### config.mk
export PLATFORM = sky130hd
export DESIGN_NAME = cfg_irq_ctrl
export DESIGN_NICKNAME = d
export VERILOG_FILES = /design/src/rtl/cfg_irq_pkg.sv /design/src/rtl/cfg_evt_sync.sv /design/src/rtl/cfg_sticky_bank.sv /design/src/rtl/cfg_unlock_gate.sv /design/src/rtl/cfg_irq_ctrl.sv
export SDC_FILE = /design/constraint.sdc
export NUM_CORES = 1
export LEC_CHECK = 0
export CAP_MARGIN = 20
export CORE_MARGIN = 3
export CORE_UTILIZATION = 23
export DETAILED_ROUTE_END_ITERATION = 8
export DONT_BUFFER_PORTS = 1
export GPL_ROUTABILITY_DRIVEN = 0
export MAX_ROUTING_LAYER = met4
export SYNTH_ARGS = -nofsm -noshare
export SYNTH_HDL_FRONTEND = slang
export SYNTH_HIERARCHICAL = 1
export SYNTH_SLANG_ARGS = --single-unit
### constraint.sdc
create_clock -name clk -period 1.3 [get_ports clk]
set_input_delay 0.13 -clock clk [delete_from_list [all_inputs] [get_ports clk]]
set_output_delay 0.13 -clock clk [all_outputs]
set_load 0.05 [all_outputs]
### src/rtl/cfg_irq_pkg.sv
package cfg_irq_pkg;
  localparam int DW = 32;
  localparam int AW = 2;
  localparam logic [DW-1:0] IMPL_BITS  = 32'hF8F7_F87F;
  localparam logic [DW-1:0] ERR_BITS   = 32'h00F0_F860;
  localparam logic [DW-1:0] UNLOCK_KEY = 32'h757B_DF0D;
  localparam int LVL_INIT_BIT    = 4;
  localparam int LVL_ILLEGAL_BIT = 6;
  typedef enum logic [AW-1:0] {
    A_STATUS = 2'd0,
    A_MASK   = 2'd1,
    A_LEVEL  = 2'd2,
    A_KEY    = 2'd3
  } reg_addr_e;
endpackage

### src/rtl/cfg_evt_sync.sv
// Two-flop synchroniser plus edge detector per bit. FALL_SEL picks falling
// edge detection for a bit; all others detect rising edges. Edges are held
// off until the pipeline has filled after reset, so a line that is already
// high at reset is not mistaken for a transition.
module cfg_evt_sync #(
  parameter int W = 32,
  parameter logic [W-1:0] FALL_SEL = '0
) (
  input  logic         clk,
  input  logic         rst_n,
  input  logic [W-1:0] raw_i,
  output logic [W-1:0] pulse_o,
  output logic         lvl0_o
);
  logic [W-1:0] s1_q, s2_q, s3_q;
  logic [1:0]   arm_cnt;
  logic         armed;

  always_ff @(posedge clk) begin
    if (!rst_n) begin
      s1_q    <= '0;
      s2_q    <= '0;
      s3_q    <= '0;
      arm_cnt <= '0;
    end else begin
      s1_q <= raw_i;
      s2_q <= s1_q;
      s3_q <= s2_q;
      if (arm_cnt != 2'd3) arm_cnt <= arm_cnt + 2'd1;
    end
  end

  assign armed = (arm_cnt == 2'd3);

  for (genvar gi = 0; gi < W; gi++) begin : g_edge
    if (FALL_SEL[gi]) begin : g_fall
      assign pulse_o[gi] = armed & ~s2_q[gi] & s3_q[gi];
    end else begin : g_rise
      assign pulse_o[gi] = armed & s2_q[gi] & ~s3_q[gi];
    end
  end

  assign lvl0_o = s2_q[0];
endmodule

### src/rtl/cfg_sticky_bank.sv
// Sticky status bits: set wins over clear, only implemented bits exist.
module cfg_sticky_bank #(
  parameter int W = 32,
  parameter logic [W-1:0] IMPL = '1
) (
  input  logic         clk,
  input  logic         rst_n,
  input  logic [W-1:0] set_i,
  input  logic [W-1:0] clr_i,
  output logic [W-1:0] stat_o
);
  logic [W-1:0] stat_q;

  always_ff @(posedge clk) begin
    if (!rst_n) stat_q <= '0;
    else        stat_q <= ((stat_q & ~clr_i) | set_i) & IMPL;
  end

  assign stat_o = stat_q;
endmodule

### src/rtl/cfg_unlock_gate.sv
// Opens once the key value is written; stays open until reset.
module cfg_unlock_gate #(
  parameter int W = 32,
  parameter logic [W-1:0] KEY = '0
) (
  input  logic         clk,
  input  logic         rst_n,
  input  logic         key_we_i,
  input  logic [W-1:0] key_i,
  output logic         unlocked_o
);
  logic open_q;

  always_ff @(posedge clk) begin
    if (!rst_n)                        open_q <= 1'b0;
    else if (key_we_i && key_i == KEY) open_q <= 1'b1;
  end

  assign unlocked_o = open_q;
endmodule

### src/rtl/cfg_irq_ctrl.sv
module cfg_irq_ctrl
  import cfg_irq_pkg::*;
(
  input  logic          clk,
  input  logic          rst_n,
  input  logic          bus_we,
  input  logic [AW-1:0] bus_addr,
  input  logic [DW-1:0] bus_wdata,
  output logic [DW-1:0] bus_rdata,
  input  logic          init_i,
  input  logic [DW-1:2] evt_i,
  output logic          irq_o,
  output logic          err_o
);
  // Bit 0 watches INIT falling, bit 1 watches INIT rising.
  localparam logic [DW-1:0] FALL_SEL = {{(DW-1){1'b0}}, 1'b1};

  logic [DW-1:0] raw_v, set_v, clr_v, status_q, mask_q;
  logic          init_lvl, unlocked, illegal_q;
  logic          wr_stat, wr_mask, wr_key, wr_level, wr_blocked;

  assign raw_v = {evt_i, init_i, init_i};

  cfg_evt_sync #(.W(DW), .FALL_SEL(FALL_SEL)) u_sync (
    .clk    (clk),
    .rst_n  (rst_n),
    .raw_i  (raw_v),
    .pulse_o(set_v),
    .lvl0_o (init_lvl)
  );

  assign wr_key     = bus_we && (bus_addr == A_KEY);
  assign wr_level   = bus_we && (bus_addr == A_LEVEL);
  assign wr_stat    = bus_we && (bus_addr == A_STATUS) && unlocked;
  assign wr_mask    = bus_we && (bus_addr == A_MASK) && unlocked;
  assign wr_blocked = bus_we && !unlocked &&
                      ((bus_addr == A_STATUS) || (bus_addr == A_MASK));

  cfg_unlock_gate #(.W(DW), .KEY(UNLOCK_KEY)) u_gate (
    .clk       (clk),
    .rst_n     (rst_n),
    .key_we_i  (wr_key),
    .key_i     (bus_wdata),
    .unlocked_o(unlocked)
  );

  assign clr_v = wr_stat ? bus_wdata : '0;

  cfg_sticky_bank #(.W(DW), .IMPL(IMPL_BITS)) u_bank (
    .clk   (clk),
    .rst_n (rst_n),
    .set_i (set_v),
    .clr_i (clr_v),
    .stat_o(status_q)
  );

  always_ff @(posedge clk) begin
    if (!rst_n)       mask_q <= IMPL_BITS;
    else if (wr_mask) mask_q <= bus_wdata & IMPL_BITS;
  end

  always_ff @(posedge clk) begin
    if (!rst_n)                                        illegal_q <= 1'b0;
    else if (wr_blocked)                               illegal_q <= 1'b1;
    else if (wr_level && bus_wdata[LVL_ILLEGAL_BIT])   illegal_q <= 1'b0;
  end

  always_comb begin
    bus_rdata = '0;
    case (bus_addr)
      A_STATUS: bus_rdata = status_q;
      A_MASK:   bus_rdata = mask_q;
      A_LEVEL: begin
        bus_rdata[LVL_INIT_BIT]    = init_lvl;
        bus_rdata[LVL_ILLEGAL_BIT] = illegal_q;
      end
      default:  bus_rdata = '0;
    endcase
  end

  assign irq_o = |(status_q & ~mask_q);
  assign err_o = |(status_q & ERR_BITS);
endmodule

Yosys cells after proc, flatten, opt, wreduce, memory -nomap -nowiden
Index checks and enable logic that the tools add are counted.
{"block": "classes", "add_sub_neg": 1, "n_eq_ne": 6, "muxes": 8, "bitwise_logic": 101, "n_reduce_logical": 16}
{"cell": "1-bit bitwise AND", "count": 64}
{"cell": "32-bit bitwise AND", "count": 2}
{"cell": "32-bit inverter", "count": 2}
{"cell": "25-bit case mux with 2 select lines", "count": 1}
{"cell": "32-bit by 31-bit == test with 1-bit output, second input constant", "count": 1}
{"cell": "32-bit 2-to-1 mux", "count": 1}
{"cell": "1-bit inverter", "count": 32}
{"cell": "32-bit OR", "count": 1}
{"cell": "32-bit OR reduction", "count": 1}
{"cell": "11-bit OR reduction", "count": 1}
{"cell": "1-bit logical AND", "count": 10}
{"cell": "4-bit case mux with 2 select lines", "count": 1}
{"cell": "2-bit == test, second input constant", "count": 3}
{"cell": "1-bit case mux with 3 select lines", "count": 2}
{"cell": "2-bit by 1-bit adder with 2-bit output, second input constant", "count": 1}
{"cell": "2-bit by 1-bit == test with 1-bit output, second input constant", "count": 1}
{"cell": "2-bit zero test", "count": 1}
{"cell": "1-bit 2-to-1 mux", "count": 2}
{"cell": "2-bit inequality test, second input constant", "count": 1}
{"cell": "1-bit case mux with 2 select lines", "count": 1}
{"cell": "2-bit nonzero test", "count": 1}
{"cell": "1-bit zero test", "count": 1}
{"cell": "1-bit logical OR", "count": 1}
{"block": "totals", "ff_bits": 156, "in_bits": 68, "out_inout_bits": 34, "word_cells": 141}

Longest topological paths before layout
{"block": "logic_depth", "ltp_word": 7, "mapped_depth": 7}

Modules after synthesis
Netlist, hierarchy kept.
{"module": "cfg_evt_sync", "n_inst": 1, "cells_each": 276, "area_per_inst_um2": 2935.3, "seq_area_each_um2": 1961.9}
{"module": "cfg_irq_ctrl", "n_inst": 1, "cells_each": 258, "area_per_inst_um2": 1956.9, "seq_area_each_um2": 500.5}
{"module": "cfg_sticky_bank", "n_inst": 1, "cells_each": 83, "area_per_inst_um2": 897.1, "seq_area_each_um2": 480.5}
{"module": "cfg_unlock_gate", "n_inst": 1, "cells_each": 14, "area_per_inst_um2": 130.1, "seq_area_each_um2": 20.0}

Least setup slack after synthesis
Ideal clock, no wire load.
{"block": "synth_timing", "kind": "input-to-output", "from": "input port bus_addr[0]", "to": "output port bus_rdata[4]", "arrival_time_ns": 1.570, "t_required_ns": 1.170, "setup_slack_ns": -0.400, "stages": 3, "path_buffers": 2, "cell_sequence": "buf_6 > buf_2 > o21ai_0"}
{"block": "synth_between", "elab_chain_len": 2}
{"element": "start, declared", "line_no": "cfg_irq_ctrl.sv:7", "rtl": "input logic [AW-1:0] bus_addr,"}
{"element": "2-bit == test, or another cell as far along", "line_no": "cfg_irq_ctrl.sv:70", "rtl": "case (bus_addr)"}
{"element": "1-bit case mux with 3 select lines *", "line_no": "cfg_irq_ctrl.sv:70"}
{"element": "end, declared", "line_no": "cfg_irq_ctrl.sv:9", "rtl": "output logic [DW-1:0] bus_rdata,"}
Mark *: on every way between the ends. The rest lies on a longest branch, timed or not.

Worst setup path after layout
{"block": "layout_timing", "from": "register mask_q[6]", "to": "output port irq_o"}
{"block": "layout_between", "elab_chain_len": 3}
{"element": "start, declared", "line_no": "cfg_irq_ctrl.sv:18", "rtl": "logic [DW-1:0] raw_v, set_v, clr_v, status_q, mask_q;"}
{"element": "start signal, assigned", "line_no": "cfg_irq_ctrl.sv:59", "rtl": "else if (wr_mask) mask_q <= bus_wdata & IMPL_BITS;"}
{"element": "32-bit inverter", "line_no": "cfg_irq_ctrl.sv:81", "rtl": "assign irq_o = |(status_q & ~mask_q);"}
{"element": "32-bit bitwise AND", "line_no": "cfg_irq_ctrl.sv:81"}
{"element": "32-bit OR reduction", "line_no": "cfg_irq_ctrl.sv:81"}
{"element": "end, declared", "line_no": "cfg_irq_ctrl.sv:12", "rtl": "output logic irq_o,"}
No other way between the ends.

==> flow_summary_export.csv <==
group,metric,value,unit
floorplanning,core,22000,sq um
grt,antenna_found_initial,0,
timing,worst_slack,-0.424,ns
timing,holdWs,-0.172,ns
grt,grt_overflow,0,
final_layout,layout-drive-gt1-share,0.346,
timing,period_minus_slack,1.72,ns
run,cap_violations,0,
timing,setup_violations,21,
clock_tree,cts_root_buf,"clkbuf_16",
pwr,ir_drop,974,uV
route,drt_iter0_markers,202,
placed_design,dpl-instance-area,5850,sq um
route,vias,4120,
worst_setup_path,worstPathRequired,1.17,ns
logic_synthesis,synth_area_per_cell,9.26,sq um
hold_path,hold_depth,2,
final_layout,final_core_util,0.365,
worst_setup_path,r2r_slack,0.07,ns
logic_synthesis,yosysWarnings,6,
floorplanning,dieArea,24400,sq um
timing,hold_viol,52,
floorplanning,die_w,156,um
floorplanning,num_io_pins,102,
clock_tree,cts-buffers-inserted,17,
worst_setup_path,crit_arrival,1.59,ns
floorplanning,start_util,0.236,
outcome,status,"finished with violations",
hold_path,hold_start,"bus_wdata[5]",
worst_setup_path,cp_top_family,"simple AND/OR/NAND/NOR gates",
worst_setup_path,critPathMaxFanout,3,
placed_design,place_ws,-0.0990,ns
hold_path,min_to,"mask_q[5]",
logic_synthesis,syn_area,5180,sq um
clock_tree,clock_sinks,124,
hold_path,hold_class,"in -> reg",
placed_design,hpwlAfterDp,9.72,mm
floorplanning,rows,54,
logic_synthesis,synthCells,559,
final_layout,syn_to_final_growth,54.9,%
timing,period_share,1.33,
outcome,violations,"negative hold slack, negative setup slack",
placed_design,port_buffers,0,
pwr,pwr_density_cell,1200,nW/um^2
route,detail_route.wl_per_cell,14.4,um
worst_setup_path,cpPeakStageDelay,0.38,ns
worst_setup_path,timing.rr.start,"u_sync/s2_q[0]",
route,ant_nets,0,
worst_setup_path,r2r.worst_path.cells,3,
timing,finClkSkew,0.00777,ns
route,drc_errors,0,
worst_setup_path,crit_chain,"o22ai_1 -> nor4_2 -> nand4_1 -> buf_6",
floorplanning,die_h,156,um
clock_tree,postCtsHoldBufs,96,
worst_setup_path,r2r-end,"u_sync/s3_q[0]",
route,drt_wl_total,14.5,mm
clock_tree,path_clk_slew,0.06,ns
grt,grt_max_degree,126,
final_layout,post-route-cell-area,8020,sq um
worst_setup_path,cpMaxStageDelayCell,"dfxtp_1",
route,firstDrtPassIters,4,
worst_setup_path,start_kind,"register",
clock_tree,clockBufferDepth,2,
worst_setup_path,crit_type,"reg -> out",
timing,rsz0062_at_grt,"true",
worst_setup_path,end_kind,"output pin",
clock_tree,htreeDepth,4,
final_layout,diodes,0,
clock_tree,cts_tree,"built",
grt,grt_pass1_vias,4028,
worst_setup_path,cp_num_buf_inv,1,
grt,grt_pass1_wl,22.4,mm
timing,drv_slew,0,
grt,grtUsageTotal,0.125,
clock_tree,clk_latency,0.41,ns
timing,fmax,0.580,GHz
route,vias_per_cell,4.10,
pwr,power.leakage,3.41,nW
worst_setup_path,path_depth,4,
final_layout,layout.nets,784,
==> flip-flops by register name (all words and copies together) (netlist names) <==
register / count
u_sync/arm_cnt: 2
u_gate/unlocked_o: 1
illegal_q: 1
u_sync/s3_q: 24
u_sync/s1_q: 24
u_sync/s2_q: 24
u_bank/stat_o: 24
mask_q: 24
==> stage by stage <==
step | instances | power (mW) | setup TNS (ns)
6_report | 1006 | 9.60 | -2.08
5_1_grt | 1006 | 9.95 | -3.58
3_5_place_dp | 874 | 4.69 | -0.193
4_1_cts | 1005 | 9.69 | -3.00
3_3_place_gp | 874 | 4.68 | -0.191
2_1_floorplan | 566 | 4.61 | -0.931
==> layer usage <==
metal,up-vias,track usage,routed length (um)
li1,2107,-,-
met1,1908,0.156,6550
met2,93,0.189,6740
met3,12,0.0438,981
met4,0,0.0433,233
met5,-,-,0
==> placed cells by master (no fill, tap or decap), types with 19 or more instances in the layout <==
master	count
and2_1	105
dlygate4sd3_1	96
dfxtp_1	81
nand2_1	56
buf_6	53
dfxtp_2	38
nor2_2	28
nor2b_1	27
o21a_1	24
buf_4	19
==> repair_timing <==
| item | CTS | global route |
|---|---|---|
| gates resized for setup | 120 | 51 |
| hold endpoints to repair | 124 | 52 |
| setup endpoints to repair | 26 | 44 |
| gates cloned | 0 | 0 |
| buffers inserted | 5 | 6 |
| pin swaps | 18 | 22 |
==> worst max-delay path by stage <==
| stage | to | slack, ns | startpoint |
|---|---|---|---|
| floorplan | bus_rdata[5] | -0.11 | bus_addr[0] |
| global placement | irq_o | -0.13 | u_bank/stat_o[31] |
| detailed placement | irq_o | -0.1 | u_bank/stat_o[29] |
| CTS | irq_o | -0.43 | u_bank/stat_o[21] |
| global route | irq_o | -0.55 | mask_q[6] |
| finish | irq_o | -0.42 | mask_q[6] |
==> worst reg2reg max path, cell delays in order (launching register included) <==
cell	delay, ns
dfxtp_2	0.33
buf_4	0.13
and2_1	0.12
dlygate4sd3_1	0.54
==> where the power goes <==
group	switching [mW]	internal (mW)	leakage, nW
Combinational	0.434	0.494	2.09
Clock	1.62	3.10	0.298
Sequential	0.0481	3.92	1.02
==> final cells by class <==
cell class / instances / area (sq um)
clock inverters: 6 / 83.8
inverters: 23 / 86.3
well taps: 280 / 350
flip-flops and latches: 124 / 2550
repair buffers: 171 / 1760
clock buffers: 24 / 512
fillers: 2190 / 13900
multi-input cells: 378 / 2680
Note: power is estimated with default switching activity, not from simulation.
